===== config.mk =====
export PLATFORM = sky130hd
export DESIGN_NAME = spi_frame_shifter
export DESIGN_NICKNAME = d
export VERILOG_FILES = /design/src/rtl/spi_shift_pkg.sv /design/src/rtl/spi_shift_ctrl.sv /design/src/rtl/spi_tx_lanes.sv /design/src/rtl/spi_rx_lanes.sv /design/src/rtl/spi_frame_shifter.sv
export SDC_FILE = /design/constraint.sdc
export NUM_CORES = 1
export LEC_CHECK = 0
export BUFFER_PORTS_ARGS = -buffer_cell sky130_fd_sc_hd__buf_2
export CAP_MARGIN = 10
export CORE_ASPECT_RATIO = 2
export CORE_MARGIN = 5
export CORE_UTILIZATION = 45
export DETAILED_ROUTE_END_ITERATION = 6
export SLEW_MARGIN = 20
export SYNTH_ARGS = -nofsm -noshare
export SYNTH_HDL_FRONTEND = slang
export SYNTH_SLANG_ARGS = --single-unit

===== constraint.sdc =====
create_clock -name clk -period 8.06 [get_ports clk]
set_input_delay 0.806 -clock clk [delete_from_list [all_inputs] [get_ports clk]]
set_output_delay 0.806 -clock clk [all_outputs]
set_load 0.01 [all_outputs]

===== src/rtl/spi_shift_pkg.sv =====
package spi_shift_pkg;
  localparam int unsigned SHF_DATA_W = 8;
  localparam int unsigned SHF_LANES  = 4;
  localparam int unsigned SHF_LEN_W  = $clog2(SHF_DATA_W + 1);

  localparam logic [1:0] MODE_X1 = 2'd0;
  localparam logic [1:0] MODE_X2 = 2'd1;
  localparam logic [1:0] MODE_X4 = 2'd2;

  typedef struct packed {
    logic [1:0]           mode;
    logic                 lsb_first;
    logic                 tx_only;
    logic                 cpha;
    logic [SHF_LEN_W-1:0] len;
  } shf_cfg_t;

  function automatic int unsigned lane_step(input logic [1:0] mode);
    case (mode)
      MODE_X2: lane_step = 2;
      MODE_X4: lane_step = 4;
      default: lane_step = 1;
    endcase
  endfunction

  function automatic logic [SHF_DATA_W-1:0] len_mask(input logic [SHF_LEN_W-1:0] len);
    len_mask = ~({SHF_DATA_W{1'b1}} << len);
  endfunction
endpackage


===== src/rtl/spi_shift_ctrl.sv =====
module spi_shift_ctrl
  import spi_shift_pkg::*;
#(
  parameter int unsigned FMT_W   = 20,
  parameter int unsigned LEN_LSB = 16
) (
  input  logic             clk,
  input  logic             rst_n,
  input  logic             start,
  input  logic [FMT_W-1:0] fmt_word,
  input  logic             cpha_i,
  input  logic             lead,
  input  logic             trail,
  output shf_cfg_t         cfg_new,
  output shf_cfg_t         cfg_q,
  output logic             busy,
  output logic             load,
  output logic             sample_en,
  output logic             shift_en,
  output logic             last,
  output logic             done
);
  localparam int unsigned NC_W = SHF_LEN_W + 1;

  logic                 busy_q, busy_d, done_q, done_d;
  logic [SHF_LEN_W-1:0] scnt_q, scnt_d;
  shf_cfg_t             cfg_d;
  logic [SHF_LEN_W-1:0] len_raw;
  logic [NC_W-1:0]      nclk;
  logic                 unused_fmt;

  assign unused_fmt = ^fmt_word;
  assign len_raw    = fmt_word[LEN_LSB +: SHF_LEN_W];

  always_comb begin
    cfg_new.mode      = (fmt_word[1:0] == 2'd3) ? MODE_X1 : fmt_word[1:0];
    cfg_new.lsb_first = fmt_word[2];
    cfg_new.tx_only   = fmt_word[3];
    cfg_new.cpha      = cpha_i;
    if (len_raw == '0 || len_raw > SHF_LEN_W'(SHF_DATA_W))
      cfg_new.len = SHF_LEN_W'(SHF_DATA_W);
    else
      cfg_new.len = len_raw;
  end

  always_comb begin
    case (cfg_q.mode)
      MODE_X2: nclk = ({1'b0, cfg_q.len} + NC_W'(1)) >> 1;
      MODE_X4: nclk = ({1'b0, cfg_q.len} + NC_W'(3)) >> 2;
      default: nclk = {1'b0, cfg_q.len};
    endcase
  end

  assign load      = start & ~busy_q;
  assign sample_en = busy_q & (cfg_q.cpha ? trail : lead);
  assign shift_en  = busy_q & (cfg_q.cpha ? (lead & (scnt_q != '0)) : trail);
  assign last      = sample_en & ({1'b0, scnt_q} == nclk - NC_W'(1));

  always_comb begin
    busy_d = busy_q;
    scnt_d = scnt_q;
    cfg_d  = cfg_q;
    done_d = last;
    if (load) begin
      busy_d = 1'b1;
      scnt_d = '0;
      cfg_d  = cfg_new;
    end else if (sample_en) begin
      scnt_d = scnt_q + SHF_LEN_W'(1);
      if (last) busy_d = 1'b0;
    end
  end

  always_ff @(posedge clk or negedge rst_n) begin
    if (!rst_n) begin
      busy_q <= 1'b0;
      scnt_q <= '0;
      cfg_q  <= '0;
      done_q <= 1'b0;
    end else begin
      busy_q <= busy_d;
      scnt_q <= scnt_d;
      cfg_q  <= cfg_d;
      done_q <= done_d;
    end
  end

  assign busy = busy_q;
  assign done = done_q;

  assert_done_single_R9: assert property (@(posedge clk) disable iff (!rst_n)
    done_q |=> !done_q);
  assert_busy_fall_done_R3: assert property (@(posedge clk) disable iff (!rst_n)
    $fell(busy_q) |-> done_q);
  assert_scnt_range_R3: assert property (@(posedge clk) disable iff (!rst_n)
    busy_q |-> ({1'b0, scnt_q} < nclk));
  assert_cfg_hold_R11: assert property (@(posedge clk) disable iff (!rst_n)
    busy_q |=> $stable(cfg_q));
endmodule


===== src/rtl/spi_tx_lanes.sv =====
module spi_tx_lanes
  import spi_shift_pkg::*;
(
  input  logic                  clk,
  input  logic                  rst_n,
  input  logic                  load,
  input  logic                  shift_en,
  input  logic                  busy,
  input  shf_cfg_t              cfg_new,
  input  shf_cfg_t              cfg_q,
  input  logic [SHF_DATA_W-1:0] tx_word,
  output logic [SHF_LANES-1:0]  dq_out,
  output logic [SHF_LANES-1:0]  dq_oe
);
  logic [SHF_DATA_W-1:0] sh_q, sh_d, masked;
  logic [SHF_LANES-1:0]  lane_bits, oe_mask;
  int unsigned           step;
  logic                  unused_cfg;

  assign unused_cfg = ^{cfg_new, cfg_q};
  assign step       = lane_step(cfg_q.mode);
  assign masked     = tx_word & len_mask(cfg_new.len);

  always_comb begin
    sh_d = sh_q;
    if (load) begin
      if (cfg_new.lsb_first) sh_d = masked;
      else                   sh_d = masked << (SHF_DATA_W - int'(cfg_new.len));
    end else if (shift_en) begin
      if (cfg_q.lsb_first) sh_d = sh_q >> step;
      else                 sh_d = sh_q << step;
    end
  end

  always_ff @(posedge clk or negedge rst_n) begin
    if (!rst_n) sh_q <= '0;
    else        sh_q <= sh_d;
  end

  for (genvar j = 0; j < SHF_LANES; j++) begin : g_lane
    always_comb begin
      lane_bits[j] = 1'b0;
      if (j < step) begin
        if (cfg_q.lsb_first) lane_bits[j] = sh_q[step - 1 - j];
        else                 lane_bits[j] = sh_q[SHF_DATA_W - step + j];
      end
    end
  end

  always_comb begin
    case (cfg_q.mode)
      MODE_X2: oe_mask = cfg_q.tx_only ? 4'b0011 : 4'b0000;
      MODE_X4: oe_mask = cfg_q.tx_only ? 4'b1111 : 4'b0000;
      default: oe_mask = 4'b0001;
    endcase
  end

  assign dq_oe  = busy ? oe_mask : '0;
  assign dq_out = lane_bits & dq_oe;

  assert_oe_idle_R6: assert property (@(posedge clk) disable iff (!rst_n)
    !busy |-> (dq_oe == '0));
  assert_single_lane_R5: assert property (@(posedge clk) disable iff (!rst_n)
    (busy && cfg_q.mode == MODE_X1) |-> (dq_oe == 4'b0001));
  assert_rx_release_R6: assert property (@(posedge clk) disable iff (!rst_n)
    (busy && cfg_q.mode != MODE_X1 && !cfg_q.tx_only) |-> (dq_oe == '0));
endmodule


===== src/rtl/spi_rx_lanes.sv =====
module spi_rx_lanes
  import spi_shift_pkg::*;
(
  input  logic                  clk,
  input  logic                  rst_n,
  input  logic                  load,
  input  logic                  sample_en,
  input  logic                  last,
  input  shf_cfg_t              cfg_q,
  input  logic [SHF_LANES-1:0]  dq_in,
  output logic [SHF_DATA_W-1:0] rx_word,
  output logic                  rx_valid
);
  localparam int unsigned ACC_W = SHF_DATA_W + SHF_LANES;
  localparam int unsigned TOT_W = $clog2(ACC_W + 1);

  logic [ACC_W-1:0]      acc_q, acc_d, acc_new, word_full;
  logic [TOT_W-1:0]      rbits_q, rbits_d, total;
  logic [SHF_DATA_W-1:0] rx_word_q, rx_word_d;
  logic                  rx_valid_q, rx_valid_d;
  logic [SHF_LANES-1:0]  grp, grp_rev;
  int unsigned           step;
  logic                  unused_cfg;

  assign unused_cfg = ^cfg_q;
  assign step       = lane_step(cfg_q.mode);
  assign total      = rbits_q + TOT_W'(step);

  always_comb begin
    case (cfg_q.mode)
      MODE_X2: begin
        grp     = {2'b00, dq_in[1], dq_in[0]};
        grp_rev = {2'b00, dq_in[0], dq_in[1]};
      end
      MODE_X4: begin
        grp     = dq_in;
        grp_rev = {dq_in[0], dq_in[1], dq_in[2], dq_in[3]};
      end
      default: begin
        grp     = {3'b000, dq_in[1]};
        grp_rev = {3'b000, dq_in[1]};
      end
    endcase
  end

  always_comb begin
    if (cfg_q.lsb_first) begin
      acc_new   = (acc_q >> step) | (ACC_W'(grp_rev) << (ACC_W - step));
      word_full = acc_new >> (ACC_W - int'(total));
    end else begin
      acc_new   = (acc_q << step) | ACC_W'(grp);
      word_full = acc_new >> (int'(total) - int'(cfg_q.len));
    end
  end

  always_comb begin
    acc_d      = acc_q;
    rbits_d    = rbits_q;
    rx_word_d  = rx_word_q;
    rx_valid_d = last & ~cfg_q.tx_only;
    if (load) begin
      acc_d   = '0;
      rbits_d = '0;
    end else if (sample_en) begin
      acc_d   = acc_new;
      rbits_d = total;
    end
    if (last && !cfg_q.tx_only)
      rx_word_d = word_full[SHF_DATA_W-1:0] & len_mask(cfg_q.len);
  end

  always_ff @(posedge clk or negedge rst_n) begin
    if (!rst_n) begin
      acc_q      <= '0;
      rbits_q    <= '0;
      rx_word_q  <= '0;
      rx_valid_q <= 1'b0;
    end else begin
      acc_q      <= acc_d;
      rbits_q    <= rbits_d;
      rx_word_q  <= rx_word_d;
      rx_valid_q <= rx_valid_d;
    end
  end

  assign rx_word  = rx_word_q;
  assign rx_valid = rx_valid_q;

  assert_rxword_hold_R10: assert property (@(posedge clk) disable iff (!rst_n)
    !$stable(rx_word_q) |-> rx_valid_q);
  assert_rxvalid_dir_R10: assert property (@(posedge clk) disable iff (!rst_n)
    rx_valid_q |-> !cfg_q.tx_only);
endmodule


===== src/rtl/spi_frame_shifter.sv =====
module spi_frame_shifter
  import spi_shift_pkg::*;
#(
  parameter int unsigned FMT_W   = 20,
  parameter int unsigned LEN_LSB = 16
) (
  input  logic                  clk,
  input  logic                  rst_n,
  input  logic [FMT_W-1:0]      fmt_word,
  input  logic                  cpha,
  input  logic                  start,
  input  logic [SHF_DATA_W-1:0] tx_word,
  input  logic                  lead_edge,
  input  logic                  trail_edge,
  input  logic [SHF_LANES-1:0]  dq_in,
  output logic [SHF_LANES-1:0]  dq_out,
  output logic [SHF_LANES-1:0]  dq_oe,
  output logic                  busy,
  output logic [SHF_DATA_W-1:0] rx_word,
  output logic                  rx_valid,
  output logic                  frame_done
);
  shf_cfg_t cfg_new, cfg_q;
  logic     load, sample_en, shift_en, last;

  spi_shift_ctrl #(.FMT_W(FMT_W), .LEN_LSB(LEN_LSB)) ctrl_i (
    .clk(clk), .rst_n(rst_n), .start(start), .fmt_word(fmt_word),
    .cpha_i(cpha), .lead(lead_edge), .trail(trail_edge),
    .cfg_new(cfg_new), .cfg_q(cfg_q), .busy(busy), .load(load),
    .sample_en(sample_en), .shift_en(shift_en), .last(last), .done(frame_done)
  );

  spi_tx_lanes tx_i (
    .clk(clk), .rst_n(rst_n), .load(load), .shift_en(shift_en), .busy(busy),
    .cfg_new(cfg_new), .cfg_q(cfg_q), .tx_word(tx_word),
    .dq_out(dq_out), .dq_oe(dq_oe)
  );

  spi_rx_lanes rx_i (
    .clk(clk), .rst_n(rst_n), .load(load), .sample_en(sample_en), .last(last),
    .cfg_q(cfg_q), .dq_in(dq_in), .rx_word(rx_word), .rx_valid(rx_valid)
  );

  assert_valid_with_done_R9: assert property (@(posedge clk) disable iff (!rst_n)
    rx_valid |-> frame_done);
endmodule


== After elaboration in Yosys (flattened, before gate mapping) ==
Index checks and enable logic that the tools add are counted.
Storage, ports and cells
  output and inout port bits: 19
  word-level logic and storage cells: 132
  flip-flop bits (word level): 48
  input bits: 38
Operators by class
  order comparisons: 13
  $add $sub $neg: 17
  equality and inequality tests: 4
  reductions and logical operators: 9
  shift-type cells: 10
  muxes and demuxes: 51
  bitwise logic cells: 15
Operators with widths (number)
  32-bit by 4-bit < comparator with 1-bit output, second input constant: 8
  32-bit by 2-bit adder with 32-bit output, second input constant: 2
  1-bit by 32-bit < comparator with 1-bit output, first input constant: 2
  2-bit by 32-bit < comparator with 1-bit output, first input constant: 2
  8-bit by 32-bit << shifter with 8-bit output: 2
  12-bit by 32-bit right shift with 8-bit output: 2
  32-bit by 1-bit subtractor with 32-bit output, second input constant: 2
  32-bit by 2-bit subtractor with 32-bit output, second input constant: 2
  8-bit two-way mux: 5
  12-bit two-way mux: 3
  32-bit by 1-bit adder with 32-bit output, second input constant: 1
  4-bit one-hot mux with 2 select lines: 4
  4-bit by 32-bit << shifter with 12-bit output: 1
  8-bit by 32-bit right shift with 8-bit output: 1
  4-bit by 32-bit subtractor with 32-bit output, first input constant: 1
  4-bit two-way mux: 7
  1-bit binary-select mux with 3-bit select: 8
  1-bit two-way mux: 21
  8-bit bitwise AND: 2
  8-bit NOT: 2
  8-bit by 4-bit << shifter with 8-bit output, first input constant: 2
  12-bit bitwise OR: 1
  12-bit by 4-bit bitwise OR with 12-bit output: 1
  12-bit by 3-bit << shifter with 12-bit output: 1
  25 further kinds: 36

== Logic depth before layout (Yosys ltp) ==
Gate-level depths: netlist of the first run.
  depth in word-level cells: 9
  depth in mapped cells: 17
  mapped depth without buffers: 16

== Modules after synthesis ==
Synthesis of the first run repeated with hierarchy kept, for this count alone.
Unflattened totals
  cell total of the unflattened synthesis: 814
  area, all modules: 6676.4 um2
Modules (own cells, without submodules)
  spi_rx_lanes: area an instance 3828.7 um2, cells an instance 459, instances 1
  spi_tx_lanes: area an instance 1798.0 um2, cells an instance 242, instances 1
  spi_shift_ctrl: area an instance 1049.8 um2, cells an instance 113, instances 1

== Worst setup path after synthesis of the first run ==
Ideal clock, no wire load.
  kind: register to register
  start: register, netlist name ctrl_i.cfg_q[7]
  end: register rx_i.rx_word_q[2], in the netlist rx_i.rx_word[2]
  path slack: 4.396 ns
  required time: 7.961 ns
  arrival: 3.565 ns
  cell stages (with the launch flop): 17
  cell sequence: dfrtp_1 -> inv_1 -> ha_1 -> ha_1 -> clkbuf_8 -> inv_1 -> buf_1 -> ha_1 -> fa_1 -> nor2b_1 -> o21ai_0 -> a21oi_1 -> o21ai_0 -> or3_1 -> o211ai_1 -> a311oi_1 -> a311oi_1
On the way
  cells in the longest elaborated chain, start to end: 8
  elaborated cells on any way between the ends: 23
  classes of those cells: add/sub: 5; eq/ne: 3; shift: 5; mux: 5; bitwise: 4; reduce/logical: 1
Ends and longest elaborated chain
  2-bit == test or 2-bit by 1-bit == test with 1-bit output (tied branches): line spi_shift_pkg.sv:19, spi_shift_ctrl.sv:47, spi_rx_lanes.sv:30
  3-bit one-hot mux with 2 select lines: line spi_shift_pkg.sv:19  | case (mode)
  4-bit by 3-bit subtractor with 5-bit output: line spi_rx_lanes.sv:48  | acc_new = (acc_q >> step) | (ACC_W'(grp_rev) << (ACC_W - step));
  4-bit by 32-bit << shifter with 12-bit output: line spi_rx_lanes.sv:48
  12-bit bitwise OR: line spi_rx_lanes.sv:48
  12-bit by 32-bit right shift with 8-bit output: line spi_rx_lanes.sv:49  | word_full = acc_new >> (ACC_W - int'(total));
  8-bit two-way mux: line spi_rx_lanes.sv:47  | if (cfg_q.lsb_first) begin
  8-bit bitwise AND: line spi_rx_lanes.sv:69  | rx_word_d = word_full[SHF_DATA_W-1:0] & len_mask(cfg_q.len);
  end signal: assignment: line spi_rx_lanes.sv:81  | rx_word_q <= rx_word_d;
  end: declaration: line spi_rx_lanes.sv:19  | logic [SHF_DATA_W-1:0] rx_word_q, rx_word_d;
Parallel ways exist; a longest one is shown, timed or not.
A chain may end at the register's enable or synchronous reset.

== Worst setup path in the final report of the first run ==
  start: register, netlist name ctrl_i.cfg_q[7]
  end: register rx_i.rx_word_q[2], in the netlist rx_i.rx_word[2]
On the way
  cells in the longest elaborated chain, start to end: 8
  elaborated cells on any way between the ends: 23
  classes of those cells: add/sub: 5; eq/ne: 3; shift: 5; mux: 5; bitwise: 4; reduce/logical: 1
Ends and longest elaborated chain (line)
  2-bit == test or 2-bit by 1-bit == test with 1-bit output (tied branches): spi_shift_pkg.sv:19, spi_shift_ctrl.sv:47, spi_rx_lanes.sv:30
  3-bit one-hot mux with 2 select lines: spi_shift_pkg.sv:19
  4-bit by 3-bit subtractor with 5-bit output: spi_rx_lanes.sv:48
  4-bit by 32-bit << shifter with 12-bit output: spi_rx_lanes.sv:48
  12-bit bitwise OR: spi_rx_lanes.sv:48
  12-bit by 32-bit right shift with 8-bit output: spi_rx_lanes.sv:49
  8-bit two-way mux: spi_rx_lanes.sv:47
  8-bit bitwise AND: spi_rx_lanes.sv:69
Parallel ways exist; a longest one is shown, timed or not.

==> results of run 1 <==
## sequential cells by signal, summed over array words and instances (netlist names)
name and flops:
ctrl_i.done 1, tx_i.sh_q 8, rx_i.rbits_q 4, rx_i.acc_q 12
ctrl_i.cfg_q 9, ctrl_i.scnt_q 4, rx_i.rx_valid 1, rx_i.rx_word 8
ctrl_i.busy 1
## cell usage in the layout, fill, tap and decap left out, types with 7 or more instances in the layout
cell type | netlist | routed
and2_1 | 8 | 8
nor2b_1 | 14 | 13
inv_1 | 26 | 26
nand2b_1 | 15 | 15
o21ai_0 | 48 | 48
mux2_2 | 18 | 18
o211ai_1 | 18 | 18
mux2i_1 | 48 | 48
nand3b_1 | 7 | 7
a21oi_1 | 46 | 46
buf_2 | 11 | 44
nand2_1 | 103 | 103
mux4_2 | 17 | 17
o221ai_1 | 7 | 7
nand3_1 | 28 | 28
a31oi_1 | 14 | 14
buf_4 | 8 | 9
and3_1 | 8 | 8
ha_1 | 22 | 20
nor2_1 | 67 | 67
o22ai_1 | 13 | 13
dfrtp_1 | 48 | 48
nor3_1 | 17 | 17
a211oi_1 | 17 | 17
## critical path, stage by stage, from the launching register on
cell and delay (ns):
dfrtp_1 0.38, inv_1 0.09, ha_2 0.74, ha_1 0.56, inv_1 0.40, ha_1 0.33
fa_1 0.49, xnor2_1 0.75, a21oi_1 0.22, and3_1 0.26, o2111ai_1 0.13, o211ai_1 0.21
a311oi_1 0.47, a311oi_1 0.10
## path summary, 6_finish.rpt
check	endpoint	slack, ns	start	cells after the start
max	rx_i.rx_word[2]	2.76	ctrl_i.cfg_q[7]	13
min	rx_i.rx_word[6]	0.48	rx_i.rx_word[6]	2
max reg2reg	rx_i.rx_word[2]	2.76	ctrl_i.cfg_q[7]	13
max in group asynchronous	rx_i.acc_q[4]	6.97	rst_n	2
min reg2reg	rx_i.rx_word[6]	0.48	rx_i.rx_word[6]	2
min in group asynchronous	rx_i.rx_word[2]	0.63	rst_n	2
## metal layers
layer  part of all wire [%]  vias up
met5                      0        -
met4                    6.4        0
met3                    4.5       82
met2                     53      295
met1                     36     3280
li1                       -     3065
## layout make-up
class | instances | area (um2) | share of cell area [%]
multi-input combinational | 674 | 4800 | 70.1
sequential | 48 | 1200 | 17.5
timing repair buffer | 53 | 288 | 4.20
tap | 192 | 240 | 3.51
inverter | 34 | 128 | 1.86
clock buffer | 5 | 125 | 1.83
clock inverter | 3 | 68.8 | 1.00
## metrics by stage
stage / instance area [um2] / utilization [%] / instances / setup WS (ns) / hold WS, ns
after floorplan: 6530 / - / 824 / 4.40 / 0.491
after global placement: 6660 / 46.4 / 1001 / 2.93 / 0.457
after detailed placement: 6660 / 46.4 / 1001 / 2.82 / 0.469
after CTS: 6850 / 47.7 / 1009 / 2.78 / 0.485
after global routing: 6850 / 47.7 / 1009 / 2.37 / 0.509
final: 6850 / 47.7 / 1009 / 2.76 / 0.478
## cells by family after synthesis
| family | Yosys count | share of synthesized area (%) |
|---|---|---|
| flip-flops | 48 | 18.4 |
| AO/OA/AOI/OAI | 252 | 27.4 |
| buffers and inverters | 102 | 8.27 |
| adder cells (fa/ha/maj) | 23 | 4.52 |
| XOR/XNOR | 11 | 1.59 |
| multiplexers | 87 | 17.4 |
| AND/OR/NAND/NOR | 301 | 22.4 |
==> out/qor_table.md, run 1 <==
| Metric | Value | Unit |
|---|---|---|
| Number of flops mapped to enable cells by yosys | 0 | - |
| Pin count of the biggest net entering global routing | 55 | - |
| Top_reg_cell synth | dfrtp_1 | - |
| Data arrival at the endpoint of the critical path | 5.46 | ns |
| Source-to-sink clock delay at the later pin of the worst-skew pair | 0.30 | ns |
| CTS Root Buffer Type | clkbuf_16 | - |
| Crit Path Category | register to register | - |
| Post-synthesis cell type with the largest combined area | dfrtp_1 | - |
| Max_cap viols | 0 | - |
| Global-route usage over all layers | 27.5 | % |
| DPL Wire Length | 17400 | um |
| Remaining number of nets flagged by the antenna check after routing | 0 | - |
| Met3 Resource Use GR | 2.42 | % |
| Post-route setup TNS | 0 | ns |
| Endpoint class of the critical path | register | - |
| Ant. Diodes | 0 | - |
| Number of clock buffers inserted by TritonCTS | 5 | - |
| Post-synth design cell area | 6530 | um2 |
| Setup repair after global routing missed its margin | false | - |
| Time the final worst path needs with I/O delays and setup | 5.30 | ns |
| Met1 track demand over resource | 29.6 | % |
| Worst hold-check path type | register to register | - |
| I/O pin count | 57 | - |
| Number of levels in the clock H-tree | 2 | - |
| Met2 Resource Use GR | 49.4 | % |
| Post-DR wirelength/cell | 23.0 | um |
| Most frequent cell after synthesis | nand2_1 | - |
| Number of DRC violations after detailed-routing iteration 0 | 557 | - |
| Largest cells by area after synthesis | dfrtp_1, mux2i_1, nand2_1, mux4_2, ha_1 | - |
| Clock transition at path regs | 0.07 | ns |
| Sink Count | 48 | - |
| Number of core rows | 62 | - |
| Final Max Tran Viols | 0 | - |
| Crit start category | register | - |
| Headroom to the max-slew limit | 38.7 | % |
| Cts-stage hold buffer count | 0 | - |
| Gate count of the mapped netlist | 824 | - |
| Final WL | 23200 | um |
| Post-Synthesis Mean Instance Area | 7.93 | um2 |
| DRC violation count after routing | 0 | - |
| Yosys cell types | 92 | - |
| Highest net fanout along the worst path | 32 | - |
| Max Buffers Root-to-Sink | 2 | - |
| Clock tree from TritonCTS | built | - |
| Run status | complete, no violations | - |
| Total setup violations reported at the end of the flow | 0 | - |
| Floorplan die area | 17200 | um2 |
| Height of the chip | 180 | um |
| Post-synthesis sequential element count | 48 | - |
| Post-cts resize count | 0 | - |
| Number of iterations in the first detailed-routing pass | 5 | - |
| Fill cell count | 1431 | - |
| Yosys Warn Count | 0 | - |
| Overall via count from detail_route | 6722 | - |
| Area of the core region | 14400 | um2 |
| Area growth, synth to finish | 4.85 | % |
| Actual transition at the worst max-transition pin | 0.917 | ns |
| Share of final-layout standard cells stronger than drive strength 1 | 16.9 | % |
| First-pass GRT wire length | 36700 | um |
| CP required | 8.23 | ns |
| Final count of hold timing violations | 0 | - |
| Total nets after synthesis | 885 | - |
| Total congestion overflow | 0 | - |
| Most used routing layer in global routing | met2 | - |
| Top post-synthesis cells by count | nand2_1, nor2_1, dfrtp_1, mux2i_1, o21ai_0 | - |
| Die X-Extent | 95.2 | um |
| Nets | 877 | - |
| I/O Buffers | 44 | - |
| Seq/Total Area, Yosys | 18.4 | % |
| Top cell type's share of synthesized area | 18.4 | % |
| Initial Utilization | 45.5 | % |
| Part of the cycle the worst path needs | 65.7 | % |
| Gpl congestion | 0.946 | - |
| Per-cell via count in the routed design | 6.66 | - |
| Vias in the first global route | 6763 | - |
| Fin Clk Skew | 0.00635 | ns |
| Maximum achievable frequency | 0.189 | GHz |
| Fraction of registers with async set/reset | 100 | % |
| Setup repair bufs after CTS | 0 | - |
| Initial antenna violation count | 0 | - |
Power of run 1 is not shown: default switching activity piles up to over one toggle a cycle in this logic, so the estimate is an artifact.
==> inputs of run 2 (changes only) <==
==> constraint.sdc (replaced) <==
create_clock -name clk -period 5.2 [get_ports clk]
set_input_delay 0.52 -clock clk [delete_from_list [all_inputs] [get_ports clk]]
set_output_delay 0.52 -clock clk [all_outputs]
set_load 0.01 [all_outputs]
==> out/qor_table.md, run 2 (synthesis gave the netlist of run 1 again) <==
| Metric | Value | Unit | Delta |
|---|---|---|---|
| Most common library cell in the layout ignoring fill and taps | nand2_1 | - | unchanged |
| Crit Path Category | register to register | - | unchanged |
| Pin count of the biggest net entering global routing | 49 | - | was 55 |
| Total setup violations reported at the end of the flow | 0 | - | unchanged |
| CP required | 5.40 | ns | was 8.23 ns |
| Max Buffers Root-to-Sink | 2 | - | unchanged |
| Height of the chip | 180 | um | unchanged |
| Sequential cell area | 1200 | um2 | unchanged |
| Number of levels in the clock H-tree | 2 | - | unchanged |
| Overall via count from detail_route | 6710 | - | was 6722 |
| Post-cts resize count | 0 | - | unchanged |
| Gpl congestion | 0.948 | - | was 0.946 |
| Data arrival at the endpoint of the critical path | 4.60 | ns | was 5.46 ns |
| Sink Count | 48 | - | unchanged |
| Area of the core region | 14400 | um2 | unchanged |
| Highest net fanout along the worst path | 46 | - | was 32 |
| Ant. Diodes | 0 | - | unchanged |
| Launching element of the worst setup path | ctrl_i.cfg_q[7] | - | unchanged |
| Floorplan die area | 17200 | um2 | unchanged |
| Post-detailed-placement cell area | 6690 | um2 | was 6660 um2 |
| End point of the critical path | rx_i.rx_word[2] | - | unchanged |
| Global-route usage over all layers | 26.6 | % | was 27.5% |
| Headroom to the max-slew limit | 34.9 | % | was 38.7% |
| Clock transition at path regs | 0.08 | ns | was 0.07 ns |
| Fin Clk Skew | 0.0112 | ns | was 0.00635 ns |
| Top flop regs | rx_i.acc_q (12), ctrl_i.cfg_q (9) | - | unchanged |
| Source-to-sink clock delay at the later pin of the worst-skew pair | 0.30 | ns | about the same |
| Cell count after placement | 1006 | - | was 1001 |
| Worst hold-check path type | input pin to async pin | - | was register to register |
| Flop2flop setup slack | 0.80 | ns | was 2.76 ns |
| Register bank with the most flops | rx_i.acc_q | - | unchanged |
| Time the final worst path needs with I/O delays and setup | 4.40 | ns | was 5.30 ns |
| Non-Filler Instances | 1014 | - | was 1009 |
| Fill cell count | 1471 | - | was 1431 |
| Share of final-layout standard cells stronger than drive strength 1 | 17.4 | % | was 16.9% |
| Final WL | 22800 | um | was 23200 um |
| Total area of multi-input combinational cells | 4800 | um2 | unchanged |
| First-pass GRT wire length | 35400 | um | was 36700 um |
| Number of DRC violations after detailed-routing iteration 0 | 530 | - | was 557 |
| Final Max Tran Viols | 0 | - | unchanged |
| Crit start category | register | - | unchanged |
| Cell area after layout | 6860 | um2 | was 6850 um2 |
| Maximum achievable frequency | 0.227 | GHz | was 0.189 GHz |
| Flip-flop count of the largest register, all copies and words added | 12 | - | unchanged |
| CTS Root Buffer Type | clkbuf_16 | - | unchanged |
| I/O pin count | 57 | - | unchanged |
| Number of clock buffers inserted by TritonCTS | 5 | - | unchanged |
| Max_cap viols | 0 | - | unchanged |
| Cts-stage hold buffer count | 0 | - | unchanged |
| Total congestion overflow | 0 | - | unchanged |
| Run status | complete, no violations | - | unchanged |
| Vias in the first global route | 6633 | - | was 6763 |
| Post-route setup TNS | 0 | ns | unchanged |
| Minimum hold slack | 0.324 | ns | was 0.478 ns |
| DRC violation count after routing | 0 | - | unchanged |
| I/O Buffers | 44 | - | unchanged |
| Remaining number of nets flagged by the antenna check after routing | 0 | - | unchanged |
| Worst R2R End | rx_i.rx_word[2] | - | unchanged |
| Per-cell via count in the routed design | 6.62 | - | was 6.66 |
| Endpoint class of the critical path | register | - | unchanged |
| Die X-Extent | 95.2 | um | unchanged |
| Final count of hold timing violations | 0 | - | unchanged |
| Area growth, synth to finish | 5.08 | % | was 4.85% |
| Origin of the critical flop-to-flop path | ctrl_i.cfg_q[7] | - | unchanged |
| Nets | 882 | - | was 877 |
| Clock tree from TritonCTS | built | - | unchanged |
| Initial antenna violation count | 0 | - | unchanged |
| Post-DR wirelength/cell | 22.5 | um | was 23.0 um |
| Part of the cycle the worst path needs | 84.6 | % | was 65.7% |
| DPL Wire Length | 17400 | um | about the same |
| Setup repair after global routing missed its margin | false | - | unchanged |
| Most frequent cells in the layout | nand2_1, nor2_1, mux2i_1, o21ai_0, dfrtp_1 | - | unchanged |
| Initial Utilization | 45.5 | % | unchanged |
| Setup repair bufs after CTS | 0 | - | unchanged |
| Number of iterations in the first detailed-routing pass | 7 | - | was 5 |
| Number of cells on the worst reg-to-reg path | 15 | - | was 13 |
| Actual transition at the worst max-transition pin | 0.976 | ns | was 0.917 ns |
| Number of core rows | 62 | - | unchanged |
[run 2: area by class of cell]
| type | count | share of cell area, % |
|---|---|---|
| clock buffer | 5 | 1.82 |
| clock inverter | 3 | 0.674 |
| inverter | 34 | 1.86 |
| multi-input combinational | 674 | 69.9 |
| sequential | 48 | 17.5 |
| tap | 192 | 3.50 |
| timing repair buffer | 58 | 4.74 |
[run 2: how the worst min path moves through the flow]
stage | startpoint | end | slack [ns] | cells past startpoint
final | rst_n | rx_i.rx_valid | 0.32 | 2
after global routing | rst_n | rx_i.rx_valid | 0.38 | 2
after CTS | rst_n | rx_i.rx_valid | 0.36 | 2
after detailed placement | rx_i.rx_word[3] | rx_i.rx_word[3] | 0.47 | 2
after global placement | rx_i.rx_word[4] | rx_i.rx_word[4] | 0.46 | 2
after floorplan | rst_n | ctrl_i.busy | 0.22 | 0
[run 2: stage by stage]
stage	util (%)	worst slack, ns
after global placement	46.6	0.960
after floorplan	-	1.54
final	47.8	0.798
after detailed placement	46.6	0.861
after global routing	47.8	0.514
after CTS	47.8	0.838
[run 2: per-layer routing]
| layer | vias up | wire length (um) | track usage [%] |
|---|---|---|---|
| met4 | 0 | 1680 | 17.7 |
| met1 | 3215 | 8120 | 28.9 |
| met2 | 328 | 11900 | 47.2 |
| met5 | - | 0 | 0 |
| met3 | 99 | 1140 | 2.26 |
| li1 | 3068 | - | - |
[run 2: worst max-delay path: stages, from the launching register on]
cell and delay (ns):
dfrtp_1 0.37, inv_1 0.09, ha_2 0.33, buf_4 0.43, nand2_1 0.13, xnor2_1 0.39, inv_2 0.12, fa_1 0.47
nor2b_1 0.12, o21ai_0 0.19, a21oi_1 0.35, o21ai_0 0.30, or3_1 0.42, o211ai_1 0.14, a311oi_1 0.15, a311oi_1 0.30
Power of run 2 is left out for the same reason.
